==> config.mk <==
export PLATFORM = sky130hd
export DESIGN_NAME = evt_timer
export DESIGN_NICKNAME = d
export VERILOG_FILES = /design/src/rtl/tmr_pkg.sv /design/src/rtl/tmr_sync_edge.sv /design/src/rtl/tmr_prescale.sv /design/src/rtl/tmr_count.sv /design/src/rtl/tmr_regs.sv /design/src/rtl/evt_timer.sv
export SDC_FILE = /design/constraint.sdc
export NUM_CORES = 1
export LEC_CHECK = 0
export BUFFER_PORTS_ARGS = -buffer_cell sky130_fd_sc_hd__buf_2
export CAP_MARGIN = 10
export CORE_MARGIN = 2
export CORE_UTILIZATION = 40
export DETAILED_ROUTE_END_ITERATION = 12
export GPL_ROUTABILITY_DRIVEN = 0
export PLACE_DENSITY_LB_ADDON = 0.2
export SLEW_MARGIN = 25
export SYNTH_ARGS = -nofsm -noshare
export SYNTH_HDL_FRONTEND = slang
export SYNTH_HIERARCHICAL = 1
export SYNTH_SLANG_ARGS = --single-unit
==> constraint.sdc <==
create_clock -name clk -period 2.7 [get_ports clk]
set_input_delay 0.54 -clock clk [delete_from_list [all_inputs] [get_ports clk]]
set_output_delay 0.54 -clock clk [all_outputs]
set_load 0.02 [all_outputs]
==> src/rtl/tmr_pkg.sv <==
package tmr_pkg;

   typedef enum logic [1:0] {
      A_CTRL = 2'd0,
      A_CLO  = 2'd1,
      A_CHI  = 2'd2,
      A_STAT = 2'd3
   } tmr_addr_e;

   // Control byte, MSB first: ps_sel[7:5] bypass[4] fall[3] ext[2] wide[1] run[0]
   typedef struct packed {
      logic [2:0] ps_sel;
      logic       ps_bypass;
      logic       fall_edge;
      logic       src_ext;
      logic       wide;
      logic       run;
   } tmr_ctrl_t;

endpackage

==> src/rtl/tmr_sync_edge.sv <==
module tmr_sync_edge #(
   parameter int STAGES = 2
) (
   input  logic clk,
   input  logic rst_n,
   input  logic pin,
   input  logic fall,
   output logic pulse
);
   logic [STAGES:0] q;

   always_ff @(posedge clk) begin
      if (!rst_n) q[0] <= 1'b0;
      else        q[0] <= pin;
   end

   for (genvar i = 1; i <= STAGES; i++) begin : g_stage
      always_ff @(posedge clk) begin
         if (!rst_n) q[i] <= 1'b0;
         else        q[i] <= q[i-1];
      end
   end

   assign pulse = fall ? (~q[STAGES-1] &  q[STAGES])
                       : ( q[STAGES-1] & ~q[STAGES]);
endmodule

==> src/rtl/tmr_prescale.sv <==
module tmr_prescale #(
   parameter int SEL_W = 3
) (
   input  logic             clk,
   input  logic             rst_n,
   input  logic             clr,
   input  logic             in_pulse,
   input  logic             bypass,
   input  logic [SEL_W-1:0] sel,
   output logic             out_pulse
);
   localparam int PS_W = 1 << SEL_W;

   logic [PS_W-1:0] psc_q;
   logic [PS_W-1:0] mask;

   for (genvar i = 0; i < PS_W; i++) begin : g_mask
      assign mask[i] = (32'(i) <= 32'(sel));
   end

   always_ff @(posedge clk) begin
      if (!rst_n)        psc_q <= '0;
      else if (clr)      psc_q <= '0;
      else if (in_pulse) psc_q <= psc_q + 1'b1;
   end

   assign out_pulse = in_pulse & (bypass | ((psc_q & mask) == mask));
endmodule

==> src/rtl/tmr_count.sv <==
module tmr_count #(
   parameter int BYTE_W = 8
) (
   input  logic                clk,
   input  logic                rst_n,
   input  logic                step,
   input  logic                wide,
   input  logic                ld,
   input  logic [2*BYTE_W-1:0] ld_val,
   output logic [2*BYTE_W-1:0] cnt,
   output logic                ovf
);
   localparam int CW = 2 * BYTE_W;

   logic at_max;
   assign at_max = wide ? (&cnt) : (&cnt[BYTE_W-1:0]);
   assign ovf    = step & ~ld & at_max;

   always_ff @(posedge clk) begin
      if (!rst_n)       cnt <= '0;
      else if (ld)      cnt <= ld_val;
      else if (step) begin
         if (wide) cnt <= cnt + 1'b1;
         else      cnt <= {{(CW-BYTE_W){1'b0}}, cnt[BYTE_W-1:0] + 1'b1};
      end
   end
endmodule

==> src/rtl/tmr_regs.sv <==
module tmr_regs
   import tmr_pkg::*;
#(
   parameter int BYTE_W = 8
) (
   input  logic                clk,
   input  logic                rst_n,
   input  logic                bus_sel,
   input  logic                bus_wr,
   input  logic                bus_rd,
   input  logic [1:0]          bus_addr,
   input  logic [BYTE_W-1:0]   bus_wdata,
   output logic [BYTE_W-1:0]   bus_rdata,
   input  logic [2*BYTE_W-1:0] cnt,
   input  logic                ovf,
   output tmr_ctrl_t           ctrl,
   output logic                ie,
   output logic                flag,
   output logic                flag_clr,
   output logic                cnt_ld,
   output logic [2*BYTE_W-1:0] ld_val
);
   tmr_addr_e       addr;
   logic            wr_en;
   logic            rd_en;
   logic [BYTE_W-1:0] hi_wbuf;
   logic [BYTE_W-1:0] hi_rbuf;

   assign addr     = tmr_addr_e'(bus_addr);
   assign wr_en    = bus_sel & bus_wr;
   assign rd_en    = bus_sel & bus_rd;
   assign cnt_ld   = wr_en & (addr == A_CLO);
   assign flag_clr = wr_en & (addr == A_STAT) & bus_wdata[0];
   assign ld_val   = ctrl.wide ? {hi_wbuf, bus_wdata}
                               : {{BYTE_W{1'b0}}, bus_wdata};

   always_ff @(posedge clk) begin
      if (!rst_n) begin
         ctrl    <= '0;
         ie      <= 1'b0;
         hi_wbuf <= '0;
         hi_rbuf <= '0;
      end else begin
         if (wr_en && addr == A_CTRL) ctrl    <= tmr_ctrl_t'(bus_wdata[7:0]);
         if (wr_en && addr == A_STAT) ie      <= bus_wdata[1];
         if (wr_en && addr == A_CHI)  hi_wbuf <= bus_wdata;
         if (rd_en && addr == A_CLO)  hi_rbuf <= cnt[2*BYTE_W-1:BYTE_W];
      end
   end

   always_ff @(posedge clk) begin
      if (!rst_n)        flag <= 1'b0;
      else if (ovf)      flag <= 1'b1;
      else if (flag_clr) flag <= 1'b0;
   end

   always_comb begin
      case (addr)
         A_CTRL:  bus_rdata = BYTE_W'(ctrl);
         A_CLO:   bus_rdata = cnt[BYTE_W-1:0];
         A_CHI:   bus_rdata = hi_rbuf;
         default: bus_rdata = BYTE_W'({ie, flag});
      endcase
   end
endmodule

==> src/rtl/evt_timer.sv <==
module evt_timer
   import tmr_pkg::*;
#(
   parameter int BYTE_W      = 8,
   parameter int PS_SEL_W    = 3,
   parameter int SYNC_STAGES = 2,
   parameter int TB_DIV      = 4
) (
   input  logic              clk,
   input  logic              rst_n,
   input  logic              bus_sel,
   input  logic              bus_wr,
   input  logic              bus_rd,
   input  logic [1:0]        bus_addr,
   input  logic [BYTE_W-1:0] bus_wdata,
   output logic [BYTE_W-1:0] bus_rdata,
   input  logic              ext_evt,
   output logic              irq
);
   localparam int CW  = 2 * BYTE_W;
   localparam int TBW = (TB_DIV > 2) ? $clog2(TB_DIV) : 1;

   if (BYTE_W < 8) begin : g_bad_byte
      $error("BYTE_W must hold the 8-bit control layout");
   end
   if (PS_SEL_W != 3) begin : g_bad_sel
      $error("PS_SEL_W must match the 3-bit control field");
   end
   if (SYNC_STAGES < 2) begin : g_bad_sync
      $error("SYNC_STAGES must be at least 2");
   end
   if (TB_DIV < 2) begin : g_bad_tb
      $error("TB_DIV must be at least 2");
   end

   tmr_ctrl_t     ctrl_q;
   logic          ie_q;
   logic          ovf_flag;
   logic          flag_clr;
   logic          cnt_ld;
   logic [CW-1:0] ld_val;
   logic [CW-1:0] cnt_q;
   logic          ovf;
   logic          ext_pulse;
   logic          tb_pulse;
   logic          src_pulse;
   logic          ps_pulse;
   logic          run_en;
   logic [TBW-1:0] tb_q;

   assign run_en = ctrl_q.run;

   always_ff @(posedge clk) begin
      if (!rst_n)        tb_q <= '0;
      else if (tb_pulse) tb_q <= '0;
      else               tb_q <= tb_q + 1'b1;
   end
   assign tb_pulse = (tb_q == TBW'(TB_DIV - 1));

   tmr_sync_edge #(.STAGES(SYNC_STAGES)) u_sync (
      .clk   (clk),
      .rst_n (rst_n),
      .pin   (ext_evt),
      .fall  (ctrl_q.fall_edge),
      .pulse (ext_pulse)
   );

   assign src_pulse = run_en & (ctrl_q.src_ext ? ext_pulse : tb_pulse);

   tmr_prescale #(.SEL_W(PS_SEL_W)) u_psc (
      .clk       (clk),
      .rst_n     (rst_n),
      .clr       (cnt_ld),
      .in_pulse  (src_pulse),
      .bypass    (ctrl_q.ps_bypass),
      .sel       (ctrl_q.ps_sel),
      .out_pulse (ps_pulse)
   );

   tmr_count #(.BYTE_W(BYTE_W)) u_cnt (
      .clk    (clk),
      .rst_n  (rst_n),
      .step   (ps_pulse),
      .wide   (ctrl_q.wide),
      .ld     (cnt_ld),
      .ld_val (ld_val),
      .cnt    (cnt_q),
      .ovf    (ovf)
   );

   tmr_regs #(.BYTE_W(BYTE_W)) u_regs (
      .clk       (clk),
      .rst_n     (rst_n),
      .bus_sel   (bus_sel),
      .bus_wr    (bus_wr),
      .bus_rd    (bus_rd),
      .bus_addr  (bus_addr),
      .bus_wdata (bus_wdata),
      .bus_rdata (bus_rdata),
      .cnt       (cnt_q),
      .ovf       (ovf),
      .ctrl      (ctrl_q),
      .ie        (ie_q),
      .flag      (ovf_flag),
      .flag_clr  (flag_clr),
      .cnt_ld    (cnt_ld),
      .ld_val    (ld_val)
   );

   assign irq = ovf_flag & ie_q;
endmodule

==> results of run 1 <==
registers in the layout, indices dropped and copies added (netlist names):
| signal | cells |
|---|---|
| u_regs/hi_rbuf | 8 |
| u_sync/q | 3 |
| u_cnt/cnt | 16 |
| u_regs/hi_wbuf | 8 |
| u_regs/ctrl | 8 |
| tb_q | 2 |
| u_regs/flag | 1 |
| u_psc/psc_q | 8 |
| u_regs/ie | 1 |
critical path, delay by kind of cell, from the launching register on:
| kind | cells | cell delay, ns |
|---|---|---|
| DFF | 1 | 0.40 |
| buffers and inverters | 1 | 0.23 |
| AOI/OAI and AO/OA | 4 | 0.81 |
| muxes | 1 | 0.09 |
| xor gates and xnor gates | 1 | 0.10 |
| and+or+nand+nor | 5 | 0.70 |
worst max-delay path by stage:
| stage | from | to | slack, ns | cells after the start |
|---|---|---|---|---|
| floorplan | u_sync/q[2] | u_cnt/cnt[10] | 0.25 | 13 |
| global placement | u_sync/q[2] | u_cnt/cnt[7] | 0.17 | 12 |
| detailed placement | u_regs/ctrl[3] | u_cnt/cnt[7] | 0.11 | 12 |
| CTS | u_sync/q[2] | u_cnt/cnt[7] | 0.09 | 12 |
| global route | u_regs/ctrl[3] | u_cnt/cnt[7] | 0.01 | 12 |
| finish | u_regs/ctrl[3] | u_cnt/cnt[7] | 0.25 | 12 |
final cells by class:
cell class                 count  area, um2
inverter                       6       22.5
clock inverter                 1       5.00
tap                           99        124
sequential                    55       1100
clock buffer                   7       76.3
fill                         718       3990
timing repair buffer          33        188
multi-input combinational    250       1670
report_power, final:
part / total (uW) / internal, uW / leakage (uW) / switching (uW)
registers: 840 / 825 / 0.000445 / 14.5
clock network: 445 / 183 / 0.0000422 / 262
logic: 104 / 41.0 / 0.000677 / 62.5
total: 1390 / 1050 / 0.00116 / 339
stage by stage:
stage	setup WS (ns)	utilization [%]	hold WS [ns]	instances
global route	0.0150	44.4	0.427	451
finish	0.254	44.4	0.428	451
global placement	0.172	43.0	0.410	443
detailed placement	0.111	43.0	0.416	443
floorplan	0.248	-	0.403	338
CTS	0.0868	44.1	0.427	451
metal layers:
| layer | GRT usage (%) | share of wire, % | up-vias |
|---|---|---|---|
| li1 | - | - | 1205 |
| met1 | 25.4 | 50 | 1123 |
| met2 | 28.5 | 45 | 53 |
| met3 | 3.35 | 4.2 | 4 |
| met4 | 4.36 | 0.98 | 0 |
| met5 | 0 | 0 | - |
layout by cell type, fill, tap and decap left out, types with 8 or more instances in the layout:
master	instances
buf_4	9
mux2i_1	37
dfxtp_1	55
o21ai_0	8
nor3_1	8
nor2_1	23
and2_1	12
nand4_1	8
a21oi_1	13
nand2_1	62
xnor2_1	12
buf_2	24
==> out/results.ini, run 1 <==
[floorplanning]
core_um2 = 7180
row_count = 31
dieWidth_um = 89.8
die_y_um = 89.8
pin_count = 25
initial_core_util_pct = 41.0
die_area_um2 = 8060

[setup_path]
path_max_fanout = 13
critPathKind = flop to flop
max_stage_delay_ns = 0.40
ff2ff_path_depth = 12
cpMostUsedCell = nand2_1
cp-start-kind = flop
worstPathArrival_ns = 2.65
required_ns = 2.90
r2r_slack_ns = 0.25
r2r_start = u_regs/ctrl[3]
crit_slowest_cell = dfxtp_1
crit_chain = nand2_1 -> o22ai_2 -> mux2i_1 -> nor2b_1 -> nand2_1 -> a211o_1 -> a2bb2oi_4 -> buf_4 -> nand3_1 -> nor3_1 -> xor2_1 -> o211a_1
reg2reg_to = u_cnt/cnt[7]
cp-end-kind = flop

[timing]
maxSlewViolCount = 0
tns_ns = 0
worst_slew_pin_slew_ns = 0.599
fin_crit_ns = 2.45
fin_crit_sh_pct = 90.6
setup_violations = 0
hold_viol = 0
final.setup_skew_ns = 0.00950
max_freq_mhz = 409
rsz0062_at_grt = false
maxSlewHeadroom_pct = 60.0

[clocking]
clk_latency_ns = 0.31
ctsResizeCount = 0
clkSlewWorstSetupHoldPaths_ns = 0.09
cts_tree = done
clk_path_buf_depth = 2
cts_inserted_buffers = 5
cts_sinks = 55
root_buffer = clkbuf_8
cts_htree_levels = 2
hold_buffers = 0
cts_setup_buffers = 0

[finish]
area_growth_pct = 8.25
nNetsFinal = 370
drive_gt1_share_pct = 14.2
num_antenna_cells = 0
stdcell_area_um2 = 3180

[yosys]
synth_nets = 357
synthCells = 338
synth_area_per_cell_um2 = 8.70
synth_area_um2 = 2940
yosysWarnings = 6

[detailed_routing]
drc_errors = 0
wl_per_cell_um = 15.6
drtIter0Drc = 128
vias = 2385
firstDrtPassIters = 4
viasPerCell = 5.29
wl_mm = 7.03
ant_nets = 0

[hold_path]
hold_class = input port to flop
whs_path_depth = 2
worstHoldStart = ext_evt
hold_end = u_sync/q[0]

[place]
postPlaceCellArea_um2 = 3090
dpl.hpwl_mm = 5.19
port_buffers = 24

[global_routing]
grt_pass1_wl_mm = 11.8
grt_pass1_vias = 2285
grt.overflow.total = 0
grt_max_degree = 27
antenna_found_initial = 0
gr-usage-all-layers_pct = 17.9

[job]
maxCapViolCount = 0

[pwr]
p_per_area_nw_per_um2 = 436
ir_worst_vdd_uv = 225
p_leak_uw = 0.00116
fin_total_pwr_uw = 1390

[run_status]
status = finished, final reports clean

No activity file was read; power rests on OpenSTA's default activity.
==> run 2: changes to the inputs <==
--- a/config.mk
+++ b/config.mk
@@ -5,10 +5,13 @@
 export SDC_FILE = /design/constraint.sdc
 export NUM_CORES = 1
 export LEC_CHECK = 0
+export ABC_AREA = 1
 export BUFFER_PORTS_ARGS = -buffer_cell sky130_fd_sc_hd__buf_2
 export CAP_MARGIN = 10
+export CELL_PAD_IN_SITES_DETAIL_PLACEMENT = 0
+export CELL_PAD_IN_SITES_GLOBAL_PLACEMENT = 2
 export CORE_MARGIN = 2
-export CORE_UTILIZATION = 40
+export CORE_UTILIZATION = 33
 export DETAILED_ROUTE_END_ITERATION = 12
 export GPL_ROUTABILITY_DRIVEN = 0
 export PLACE_DENSITY_LB_ADDON = 0.2
==> run 2 against run 1 <==
Combinational power grew 19%. Cell count is 28% higher. Utilization is 7.2 points lower. Hold slack got worse by 0.031 ns. Register-to-register slack improved by 0.34 ns. Flip-flop and latch count did not move. Critical endpoint is now u_regs/flag. Maximum frequency is 16% higher.
==> out/results.ini, run 2 <==
[pwr]
switchingPower_uw = 398  ; +17%
cell_internal_pwr_uw = 1060  ; +0.84%
comb_power_share_pct = 8.5  ; +1.0 points
p_leak_uw = 0.00145  ; +25%
seqPwrFrac_pct = 58.6  ; -1.9 points
netSwitchingFraction_pct = 27.3  ; +2.9 points
p_clk_share_pct = 32.9  ; +0.8 points
ir_worst_vdd_uv = 198  ; -12%
p_per_area_nw_per_um2 = 449  ; +3.0%

[global_routing]
grt_pass1_wl_mm = 14.3  ; +21%
grt_pass1_vias = 2700  ; +18%
antenna_found_initial = 0  ; unchanged
gr-usage-all-layers_pct = 18.6  ; +0.67 points
grt_max_degree = 27  ; unchanged
grt.overflow.total = 0  ; unchanged

[finish]
area_growth_pct = 8.96
multi_input_area_um2 = 1530  ; -8.3%
num_antenna_cells = 0  ; unchanged
n_fill_cell = 964  ; +34%
mostFrequentLayoutCell = nand2_1
nNetsFinal = 488  ; +32%
layout_common_cells = 103 x nand2_1, 69 x nor2_1, 59 x inv_1
regMostFlops = u_cnt/cnt
regArea_um2 = 1100  ; unchanged
final_core_util_pct = 37.2  ; -7.2 points
drive_gt1_share_pct = 13.0  ; -1.2 points
largest_register_ffs = 16  ; unchanged
stdcell_area_um2 = 3240  ; +1.8%

[floorplanning]
pin_count = 25  ; unchanged
initial_core_util_pct = 34.1  ; -6.9 points
row_count = 34  ; +9.7%
dieWidth_um = 98.9  ; +10%
core_um2 = 8720  ; +22%
die_area_um2 = 9790  ; +22%
die_y_um = 98.9  ; +10%

[detailed_routing]
ant_nets = 0  ; unchanged
drtIter0Drc = 109  ; -15%
vias = 2823  ; +18%
firstDrtPassIters = 5  ; +1
wl_mm = 8.71  ; +24%
viasPerCell = 4.88  ; -7.6%
wl_per_cell_um = 15.1  ; -3.4%
drc_errors = 0  ; unchanged

[setup_path]
startpoint = u_regs/ctrl[3]
cp-start-kind = flop
cpMostUsedCell = nand2_1
crit_slowest_cell = dfxtp_1
max_stage_delay_ns = 0.39  ; about the same
crit_buf_inv = 3  ; +2
cp_top_family = compound AO/OA/AOI/OAI gates
r2r_slack_ns = 0.59  ; +0.34 ns
r2r_start = u_regs/ctrl[3]
worstPathArrival_ns = 2.36  ; -0.29 ns
path_max_fanout = 6  ; -7
crit_chain = nand3_1 -> nand2_1 -> inv_1 -> nand2_1 -> nand2_1 -> nor2_1 -> inv_1 -> a21oi_1 -> nand2_1 -> a211oi_1 -> inv_1 -> a21oi_1
required_ns = 2.95  ; +0.05 ns
critPathKind = flop to flop
cp-end-kind = flop

[clocking]
clk_latency_ns = 0.32  ; about the same
cts_tree = done
clkSlewWorstSetupHoldPaths_ns = 0.10  ; about the same
cts_inserted_buffers = 5  ; unchanged
hold_buffers = 0  ; unchanged
cts_htree_levels = 2  ; unchanged
ctsResizeCount = 0  ; unchanged
cts_setup_buffers = 0  ; unchanged
clk_path_buf_depth = 2  ; unchanged
root_buffer = clkbuf_8
cts_sinks = 55  ; unchanged

[timing]
rsz0062_at_grt = false
final.setup_skew_ns = 0.0128  ; +0.00325 ns
hold_viol = 0  ; unchanged
maxSlewViolCount = 0  ; unchanged
fin_crit_sh_pct = 78.0  ; -13 points
tns_ns = 0  ; unchanged
fin_crit_ns = 2.11  ; -0.340 ns
max_freq_mhz = 475  ; +16%
worst_slew_pin_slew_ns = 0.598  ; -0.00103 ns
maxSlewHeadroom_pct = 60.1  ; +0.080 points
setup_violations = 0  ; unchanged

[place]
dpl.hpwl_mm = 6.62  ; +28%
postPlaceCellArea_um2 = 3150  ; +2.2%
port_buffers = 24  ; unchanged

[run_status]
status = finished, final reports clean

[job]
maxCapViolCount = 0  ; unchanged

[yosys]
synth_area_per_cell_um2 = 6.61  ; -24%
synthCells = 450  ; +33%
synth_area_um2 = 2970  ; +1.1%
synth_nets = 469  ; +31%
yosysWarnings = 6  ; unchanged

[hold_path]
hold_class = input port to flop
worstHoldStart = ext_evt

-- run 2: worst min-delay path, stage by stage --
cell and delay (ns):
buf_2 0.07, nand2_1 0.04, inv_1 0.04
-- run 2: layout make-up --
cell class | count | share of cell area, %
well taps | 108 | 4.17
inverters | 64 | 7.57
repair buffers | 27 | 4.40
clock inverters | 3 | 0.579
flip-flops and latches | 55 | 34.0
clock buffers | 5 | 2.12
multi-input cells | 316 | 47.2
-- run 2: final timing paths --
check                      to  cells after the start
hold / removal    u_sync/q[0]                      3
hold reg to reg   u_sync/q[1]                      2
setup / recovery  u_regs/flag                     12
setup reg to reg  u_regs/flag                     12
-- run 2: per-layer routing --
layer	global-route usage (%)	up-vias	wire, um
met3	2.77	9	337
met5	0	-	0
met2	29.4	70	3870
li1	-	1467	-
met4	5.27	0	121
met1	26.4	1277	4370
-- run 2: power groups by stage --
stage	registers [uW]	logic [uW]	clock network, uW
3_3_place_gp	871	124	0
5_1_grt	856	141	526
4_1_cts	853	126	492
6_report	852	124	479
3_5_place_dp	871	126	0
2_1_floorplan	864	87.0	0
-- run 2: metrics by stage --
stage	hold slack (ns)	instances	total power, uW	worst slack, ns
after floorplan	0.390	450	951	0.872
after global placement	0.394	570	995	0.624
after detailed placement	0.401	570	997	0.608
after CTS	0.395	578	1470	0.577
after global routing	0.398	578	1520	0.361
final	0.397	578	1460	0.594
